**src/rtl/acl_in_frame.sv**
```systemverilog
`timescale 1ns/1ps
module acl_in_frame #(
  parameter int TAG_W  = 16,
  parameter int NSLOT  = 12,
  parameter int SLOT_W = 20,
  parameter int SMP_W  = 16,
  parameter int IDX_W  = 7,
  parameter int REQ_W  = 10,
  parameter int GPIO_W = 20
) (
  input  logic              bit_clk,
  input  logic              rst_n,
  input  logic              sync,
  input  logic              codec_ready,
  input  logic              rd_req,
  input  logic [IDX_W-1:0]  rd_idx,
  input  logic [SMP_W-1:0]  rd_data,
  input  logic [REQ_W-1:0]  slot_req,
  input  logic              l1_stb,
  input  logic [SMP_W-1:0]  l1_smp,
  input  logic              l1_pdn,
  input  logic              l2_stb,
  input  logic [SMP_W-1:0]  l2_smp,
  input  logic              l2_pdn,
  input  logic              link_halt,
  input  logic [GPIO_W-1:0] gpio_st,
  output logic              sdata_in
);

  localparam int FRM_W = TAG_W + NSLOT * SLOT_W;
  localparam int CNT_W = $clog2(FRM_W + 1);
  localparam int PAD_W = SLOT_W - SMP_W;
  localparam int S1 = FRM_W - TAG_W - 1 * SLOT_W;
  localparam int S2 = FRM_W - TAG_W - 2 * SLOT_W;
  localparam int S5 = FRM_W - TAG_W - 5 * SLOT_W;
  localparam int S10 = FRM_W - TAG_W - 10 * SLOT_W;
  localparam int S12 = FRM_W - TAG_W - 12 * SLOT_W;
  localparam int T1 = FRM_W - 1 - 1;
  localparam int T2 = FRM_W - 1 - 2;
  localparam int T5 = FRM_W - 1 - 5;
  localparam int T10 = FRM_W - 1 - 10;
  localparam int T12 = FRM_W - 1 - 12;

  logic             sync_q;
  logic [FRM_W-1:0] sh, frame;
  logic [CNT_W-1:0] cnt;
  logic             rd_pend, l1_pend, l2_pend;
  logic [IDX_W-1:0] idx_q;
  logic [SMP_W-1:0] dat_q, l1_q, l2_q;

  wire start = sync & ~sync_q;
  wire t_rd  = rd_pend;
  wire t_l1  = l1_pend & ~l1_pdn & ~link_halt;
  wire t_l2  = l2_pend & ~l2_pdn & ~link_halt;

  assign sdata_in = sh[FRM_W-1];

  always_comb begin
    frame = '0;
    frame[FRM_W-1] = codec_ready;
    frame[T1]  = t_rd;
    frame[T2]  = t_rd;
    frame[T5]  = t_l1;
    frame[T10] = t_l2;
    frame[T12] = 1'b1;
    frame[S1 +: SLOT_W] = {1'b0, (t_rd ? idx_q : {IDX_W{1'b0}}), slot_req, 2'b00};
    if (t_rd) frame[S2 +: SLOT_W] = {dat_q, {PAD_W{1'b0}}};
    if (t_l1) frame[S5 +: SLOT_W] = {l1_q, {PAD_W{1'b0}}};
    if (t_l2) frame[S10 +: SLOT_W] = {l2_q, {PAD_W{1'b0}}};
    frame[S12 +: SLOT_W] = gpio_st;
  end

  always_ff @(posedge bit_clk or negedge rst_n) begin
    if (!rst_n) begin
      sync_q <= 1'b0;
      sh     <= '0;
      cnt    <= '0;
    end else begin
      sync_q <= sync;
      if (start) begin
        sh  <= frame;
        cnt <= CNT_W'(FRM_W - 1);
      end else begin
        sh  <= sh << 1;
        cnt <= (cnt != '0) ? cnt - 1'b1 : cnt;
      end
    end
  end

  always_ff @(posedge bit_clk or negedge rst_n) begin
    if (!rst_n) begin
      rd_pend <= 1'b0;
      l1_pend <= 1'b0;
      l2_pend <= 1'b0;
      idx_q   <= '0;
      dat_q   <= '0;
      l1_q    <= '0;
      l2_q    <= '0;
    end else begin
      if (rd_req) begin
        rd_pend <= 1'b1;
        idx_q   <= rd_idx;
        dat_q   <= rd_data;
      end else if (start) rd_pend <= 1'b0;
      if (l1_stb) begin
        l1_pend <= 1'b1;
        l1_q    <= l1_smp;
      end else if (start) l1_pend <= 1'b0;
      if (l2_stb) begin
        l2_pend <= 1'b1;
        l2_q    <= l2_smp;
      end else if (start) l2_pend <= 1'b0;
    end
  end

  p_idle_low_r1: assert property (@(posedge bit_clk) disable iff (!rst_n)
    (cnt == '0 && !start) |=> (sdata_in == 1'b0));

  p_slot1_rsv_r3: assert property (@(posedge bit_clk) disable iff (!rst_n)
    start |=> (sh[S1 + SLOT_W - 1] == 1'b0 && sh[S1 +: 2] == 2'b00));

  p_slot2_pad_r4: assert property (@(posedge bit_clk) disable iff (!rst_n)
    start |=> (sh[S2 +: PAD_W] == '0));

  p_l1_gate_r6: assert property (@(posedge bit_clk) disable iff (!rst_n)
    (start && (l1_pdn || link_halt)) |=> (!sh[T5] && sh[S5 +: SLOT_W] == '0));

  p_l2_gate_r7: assert property (@(posedge bit_clk) disable iff (!rst_n)
    (start && (l2_pdn || link_halt)) |=> (!sh[T10] && sh[S10 +: SLOT_W] == '0));

  p_gpio_tag_r8: assert property (@(posedge bit_clk) disable iff (!rst_n)
    start |=> sh[T12]);

  p_pend_clr_r9: assert property (@(posedge bit_clk) disable iff (!rst_n)
    (start && !l1_stb) |=> !l1_pend);

endmodule

```
**config.mk**
```make
export PLATFORM = sky130hd
export DESIGN_NAME = acl_in_frame
export DESIGN_NICKNAME = d
export VERILOG_FILES = /design/src/rtl/acl_in_frame.sv
export SDC_FILE = /design/constraint.sdc
export NUM_CORES = 1
export LEC_CHECK = 0
export ABC_AREA = 1
export BUFFER_PORTS_ARGS = -buffer_cell sky130_fd_sc_hd__buf_2
export CORE_ASPECT_RATIO = 0.75
export CORE_MARGIN = 1.5
export CORE_UTILIZATION = 60
export DETAILED_ROUTE_END_ITERATION = 16
export PLACE_DENSITY = 0.84
export SETUP_SLACK_MARGIN = 0.1
export SLEW_MARGIN = 20
export SYNTH_ARGS = -nofsm -noshare
export SYNTH_HDL_FRONTEND = slang
export SYNTH_SLANG_ARGS = --single-unit
export TNS_END_PERCENT = 10
```
**constraint.sdc**
```tcl
create_clock -name bit_clk -period 3.1 [get_ports bit_clk]
set_clock_uncertainty 0.05 [all_clocks]
set_input_delay 0.465 -clock bit_clk [delete_from_list [all_inputs] [get_ports bit_clk]]
set_output_delay 0.465 -clock bit_clk [all_outputs]
set_load 0.05 [all_outputs]
```
==> results.md, run 1 <==
* Status: completed
* Crit path DAT at 2.30 ns
* Async set-reset flop share out of synthesis at 1.00
* Met1 wire length at 8990 um
* Endpoints failing setup at 0
* Period utilisation layout at 0.603
* Crit path launch type: register
* Met3 wire len at 1040 um
* Synthesis-to-layout area growth at 15.1%
* Die Y at 121 um
* Post-synth top cells: dfrtp_1 (315), nand2_1 (313), inv_1 (192)
* Number of synthesized flops with an enable pin at 0
* Hold Crit Class: primary input to register
* WL/cell at 14.0 um
* Antenna Cells at 0
* Slew Limit Fails at 0
* Pin count of the biggest net entering global routing at 229
* Port Buffers at 95
* RR Startpoint: sync_q$_DFF_PN0_
* Distinct cell type count after synthesis at 16
* Worst setup path category: register to register
* CTS tree: done
* ANT nets after route at 0
* Top Layer Used: met4
* Slew Limit Headroom at 0.360
* R2R Setup Slk at 1.23 ns
* Clock root cell: clkbuf_16
* DRC errors left at 0
* Worst Hold End: sync_q$_DFF_PN0_
* CTS Buf Count at 29
* Fillers at 1169
* DP HPWL at 10800 um
* Fin. Hold Viols at 0
* Area fraction of the dominant cell type after synthesis at 0.712
* First-pass GRT wire length at 35800 um
* Aggregate routed wire length at 20600 um
* Crit path time final at 1.87 ns
* Longest Clk Path Bufs at 3
* Vias in the first global route at 7462
* R2r worst-path depth at 4
* Post-synth top area cell: dfrtp_1
* Post-Syn Area at 0.0111 mm^2
* Lkg Pwr at 6.70 nW
* Cell count of the worst hold path at 1
* Global placement routability congestion at 0.749
* Post-route setup TNS at 0 ns
* Worst Max-Slew Pin Slew at 0.961 ns
* Setup crit end kind: register
* First-pass detailed-route iteration total at 5
* Worst EP required at 3.54 ns
* Post-synthesis area per instance at 9.87 um^2
* RSZ-0062 raised after global routing: false
* Power Total at 8.55 mW
* Clock latency on the worst-skew pair at 0.56 ns
* Clk sinks at 315
* Core ar. at 0.0179 mm^2
* Pwr dens at 671 mW/mm^2
* Initial antenna violation count at 0
* Floorplan row count at 42
* DIE AREA at 0.0193 mm^2
* Critical R2R Capture: sh[147]$_DFF_PN0_
* Ports at 96
* Crit-path max FO at 228
* Share of post-route cells with drive strength above 1 at 0.126
* Total global-route track usage at 0.232
* Vias at 7180
* Final #Nets at 1301
* Post-Syn Instances at 1122
* Post-synth net total at 1217
* Metal2 WL at 9960 um
* Top cells by area, synth: dfrtp_1 (71%), nand2_1 (11%), inv_1 (6.5%)
* Main synth FF type: dfrtp_1
* GRT overflow at 0
* Synth warnings at 0
* Proportion of synthesized chip area in sequential cells at 0.712
* Clock-pin slew on the worst setup and hold paths at 0.06 ns
* Maximum vdd drop at 648 uV
* Hold Path Origin: sync
* Vias per cell at 4.88
* Fmax at 535 MHz
* Initial core utilization at 0.620
* DRT iter0 DRCs at 531
* Seq cells post-synth at 315
* MaxCap Viol Count at 0
* Die span in x at 160 um
* H-tree depth at 1
* Most common cell in the netlist: dfrtp_1
cells by family (layout without fill, tap and decap cells):
family	count (synthesis)	after routing	synth area share
flip-flops	315	315	0.712
AO/OA/AOI/OAI	47	47	0.0215
AND/OR/NAND/NOR	515	515	0.180
buffers and inverters	245	352	0.0873
critical path: stages, from the launching register on:
cell	delay (ns)
dfrtp_1	0.42
nor2_4	0.21
buf_12	0.59
nand3_1	0.22
nand2_1	0.13
registers in the layout, indices dropped and copies added, names as in the netlist:
name,cells
l2_pend,1
rd_pend,1
idx_q,7
dat_q,16
sync_q,1
l2_q,16
l1_pend,1
sh,256
l1_q,16
cells in the final DEF, fill, tap and decap left out:
master         count
dfrtp_1          315
nand2_1          313
inv_1            192
nor2_1           166
buf_2             94
o21ai_0           45
nand3_1           32
clkbuf_16         29
clkbuf_8           7
clkinv_2           7
clkbuf_1           6
buf_12             5
bufinv_16          3
nor2_2             2
clkinv_1           2
buf_4              2
nor2_4             1
inv_2              1
or2_2              1
o21ai_1            1
a21o_1             1
inv_6              1
inv_8              1
dlygate4sd3_1      1
buf_8              1
metal layers:
layer	vias up	GRT usage
met2	214	0.374
met4	0	0.0829
met5	-	0
li1	3402	-
met3	60	0.0436
met1	3504	0.322
repair_timing:
action | 4_1_cts | 5_1_grt
resized for setup | 0 | 0
hold endpoints to repair | 79 | 0
buffers inserted | 0 | 0
hold buffers | 1 | 0
metrics by stage:
stage	hold slack (ns)	util	std cells	setup slack [ns]	instance area, um^2
after floorplan	0.119	-	1122	1.83	11100
after global placement	0.368	0.657	1416	1.22	11700
after detailed placement	0.378	0.657	1416	1.19	11700
after CTS	0.00279	0.713	1471	1.28	12700
after global routing	0.00513	0.713	1471	1.14	12700
final	0.0196	0.713	1471	1.23	12700
power breakdown:
part | internal (mW) | switching (mW) | total, mW
combinational | 0.152 | 0.334 | 0.486
sequential | 4.32 | 0.0821 | 4.40
clock | 2.15 | 1.52 | 3.67
total | 6.62 | 1.94 | 8.55
final cells by class:
cell class | instances | area [um^2] | share of cell area
Multi-Input combinational cell | 562 | 2230 | 0.175
Timing Repair Buffer | 103 | 611 | 0.0479
Clock inverter | 12 | 145 | 0.0114
Clock buffer | 42 | 845 | 0.0663
Sequential cell | 315 | 7880 | 0.619
Tap cell | 242 | 303 | 0.0238
Inverter | 195 | 732 | 0.0574
worst max path at each step:
stage | from | to | cells after the start
after global placement | sync | sh[14]$_DFF_PN0_ | 7
after detailed placement | sync | sh[58]$_DFF_PN0_ | 6
after CTS | sync_q$_DFF_PN0_ | sh[147]$_DFF_PN0_ | 4
after global routing | sync_q$_DFF_PN0_ | sh[147]$_DFF_PN0_ | 4
final | sync_q$_DFF_PN0_ | sh[147]$_DFF_PN0_ | 4
after floorplan | sync | sh[238]$_DFF_PN0_ | 7
(Power assumes the default switching activity.)
==> inputs of run 2 (changes only) <==
--- a/config.mk
+++ b/config.mk
@@ -9,9 +9,9 @@
 export BUFFER_PORTS_ARGS = -buffer_cell sky130_fd_sc_hd__buf_2
 export CORE_ASPECT_RATIO = 0.75
 export CORE_MARGIN = 1.5
-export CORE_UTILIZATION = 60
+export CORE_UTILIZATION = 53
 export DETAILED_ROUTE_END_ITERATION = 16
-export PLACE_DENSITY = 0.84
+export PLACE_DENSITY = 0.79
 export SETUP_SLACK_MARGIN = 0.1
 export SLEW_MARGIN = 20
 export SYNTH_ARGS = -nofsm -noshare
==> constraint.sdc (replaced) <==
create_clock -name bit_clk -period 1.5 [get_ports bit_clk]
set_clock_uncertainty 0.05 [all_clocks]
set_input_delay 0.225 -clock bit_clk [delete_from_list [all_inputs] [get_ports bit_clk]]
set_output_delay 0.225 -clock bit_clk [all_outputs]
set_load 0.05 [all_outputs]
==> results.md, run 2 (synthesized netlist as in run 1, its figures left out) <==
* Status: completed (unchanged)
* Biggest register: sh (unchanged)
* Crit path max-delay family: buffers and inverters (unchanged)
* Die Y at 128 um (was 121 um)
* Final #Nets at 1410 (was 1301)
* Most frequent cells in the layout: dfrtp_1 (315), nand2_1 (313), inv_1 (192) (unchanged)
* Endpoints failing setup at 0 (unchanged)
* H-tree depth at 1 (unchanged)
* CTS Buf Count at 28 (was 29)
* Cts repair resizes at 0 (unchanged)
* First-pass detailed-route iteration total at 5 (unchanged)
* DRT iter0 DRCs at 493 (was 531)
* Pin count of the biggest net entering global routing at 77 (was 229)
* Clock latency on the worst-skew pair at 0.55 ns (was 0.56 ns)
* DRC errors left at 0 (unchanged)
* Worst path cell trace: dlygate4sd3_1 -> buf_2 -> inv_1 -> nor2_4 -> buf_4 -> buf_12 -> buf_12 -> or2_2 (was nor2_4 -> buf_12 -> nand3_1 -> nand2_1)
* Clock root cell: clkbuf_16 (unchanged)
* Clock-pin slew on the worst setup and hold paths at 0.07 ns (was 0.06 ns)
* Crit path time final at 1.45 ns
* CP dominant cell by count: buf_12
* Synthesis-to-layout area growth at 24.9% (was 15.1%)
* Maximum vdd drop at 914 uV (was 648 uV)
* Worst EP required at 1.86 ns (was 3.54 ns)
* Vias per cell at 4.76 (was 4.88)
* WL/cell at 14.4 um (was 14.0 um)
* Longest Clk Path Bufs at 3 (unchanged)
* Placed insts at 1477 (was 1416)
* Port Buffers at 95 (unchanged)
* Share of post-route cells with drive strength above 1 at 0.127 (was 0.126)
* Power Total at 17.1 mW (was 8.55 mW)
* Clk sinks at 315 (unchanged)
* MaxCap Viol Count at 0 (unchanged)
* Layout Cells excl Fill at 1613 (was 1471)
* Commonest non-fill, non-tap cell in the layout: dfrtp_1 (unchanged)
* ANT nets after route at 0 (unchanged)
* Worst Max-Slew Pin Slew at 0.540 ns (was 0.961 ns)
* DP HPWL at 11600 um (was 10800 um)
* Core ar. at 0.0204 mm^2 (was 0.0179 mm^2)
* CP max stage cell: dlygate4sd3_1 (was buf_12)
* Global placement routability congestion at 0.767 (was 0.749)
* Period utilisation layout at 0.970
* Hold Crit Class: primary input to register (unchanged)
* Buf/Inv on CP at 6 (was 1)
* CTS tree: done (unchanged)
* Antenna Cells at 0 (unchanged)
* DIE AREA at 0.0218 mm^2 (was 0.0193 mm^2)
* Worst setup path category: primary input to register (was register to register)
* Ports at 96 (unchanged)
* Fmax at 687 MHz
* Total global-route track usage at 0.228 (was 0.232)
* Vias in the first global route at 8187 (was 7462)
* CP max stage delay at 0.53 ns (was 0.59 ns)
* Largest register FFs at 256 (unchanged)
* RSZ-0062 raised after global routing: true (was false)
* Aggregate routed wire length at 23200 um (was 20600 um)
* Crit path launch type: primary input (was register)
* Initial antenna violation count at 0 (unchanged)
* Slew Limit Fails at 0 (unchanged)
* Slew Limit Headroom at 0.638 (was 0.360)
* Lkg Pwr at 7.15 nW (was 6.70 nW)
* GRT overflow at 0 (unchanged)
* Pwr dens at 1240 mW/mm^2 (was 671 mW/mm^2)
* Die span in x at 170 um (was 160 um)
* Vias at 7676 (was 7180)
* First-pass GRT wire length at 39200 um (was 35800 um)
* Crit path DAT at 1.81 ns (was 2.30 ns)
* Setup crit end kind: register (unchanged)
* Floorplan row count at 45 (was 42)
* Post-route setup TNS at 0 ns (unchanged)
* Initial core utilization at 0.543 (was 0.620)
* Crit-path max FO at 21 (was 228)
* Fin. Hold Viols at 0 (unchanged)
## run 2: changes by cell type in the layout (fill, tap and decap cells not counted), sizes merged
cell,previous run,this run
buf,102,125
bufinv,3,0
clkinv,9,5
dlygate4sd3,1,88
inv,195,194
## run 2: what timing repair did
item | CTS | global route
setup buffers | 0 | 2
hold endpoints to repair | 402 | 0
setup endpoints to repair | 2 | 63
hold buffers | 88 | 0
pin swaps | 1 | 1
## run 2: report_power, final
part           internal [mW]  leakage, nW  switching, mW
combinational          0.539         2.54          0.765
sequential              8.92         4.19          0.165
clock                   3.77        0.423           2.98
total                   13.2         7.15           3.91
## run 2: layer usage
layer / track usage / routed length, um / up-vias
met5: 0 / 0 / -
met3: 0.0414 / 1140 / 68
li1: - / - / 3621
met4: 0.0802 / 677 / 0
met1: 0.294 / 9580 / 3750
met2: 0.392 / 11800 / 237
## run 2: cell type report
| cell class | instances | area [um^2] |
|---|---|---|
| inverters | 195 | 732 |
| fillers | 1366 | 6550 |
| clock inverters | 4 | 35.0 |
| clock buffers | 42 | 823 |
| flip-flops and latches | 315 | 7880 |
| repair buffers | 213 | 1780 |
| well taps | 282 | 353 |
| multi-input cells | 562 | 2230 |
## run 2: worst min-delay path, cell delays in order
cell	delay, ns
buf_2	0.20
nand2_1	0.08
o21ai_0	0.07
## run 2: worst paths after layout
check	startpoint	end	slack [ns]	cells past startpoint
setup reg to reg	sync_q$_DFF_PN0_	sh[230]$_DFF_PN0_	0.10	6
hold reg to reg	sh[152]$_DFF_PN0_	sh[153]$_DFF_PN0_	0.40	2
min in group asynchronous	rst_n	sh[90]$_DFF_PN0_	0.10	2
hold / removal	rd_req	dat_q[3]$_DFFE_PN0P_	0.03	3
max in group asynchronous	rst_n	sh[166]$_DFF_PN0_	0.65	3
setup / recovery	sync	sh[243]$_DFF_PN0_	0.05	8
## run 2: stage by stage
stage | setup slack (ns) | util | instance area (um^2) | hold WS [ns]
floorplan | 0.336 | - | 11100 | -0.121
finish | 0.0454 | 0.679 | 13800 | 0.0277
global route | 0.0174 | 0.679 | 13800 | 0.0602
global placement | 0.197 | 0.593 | 12100 | 0.0437
detailed placement | 0.137 | 0.593 | 12100 | 0.0454
CTS | 0.109 | 0.678 | 13800 | 0.00477
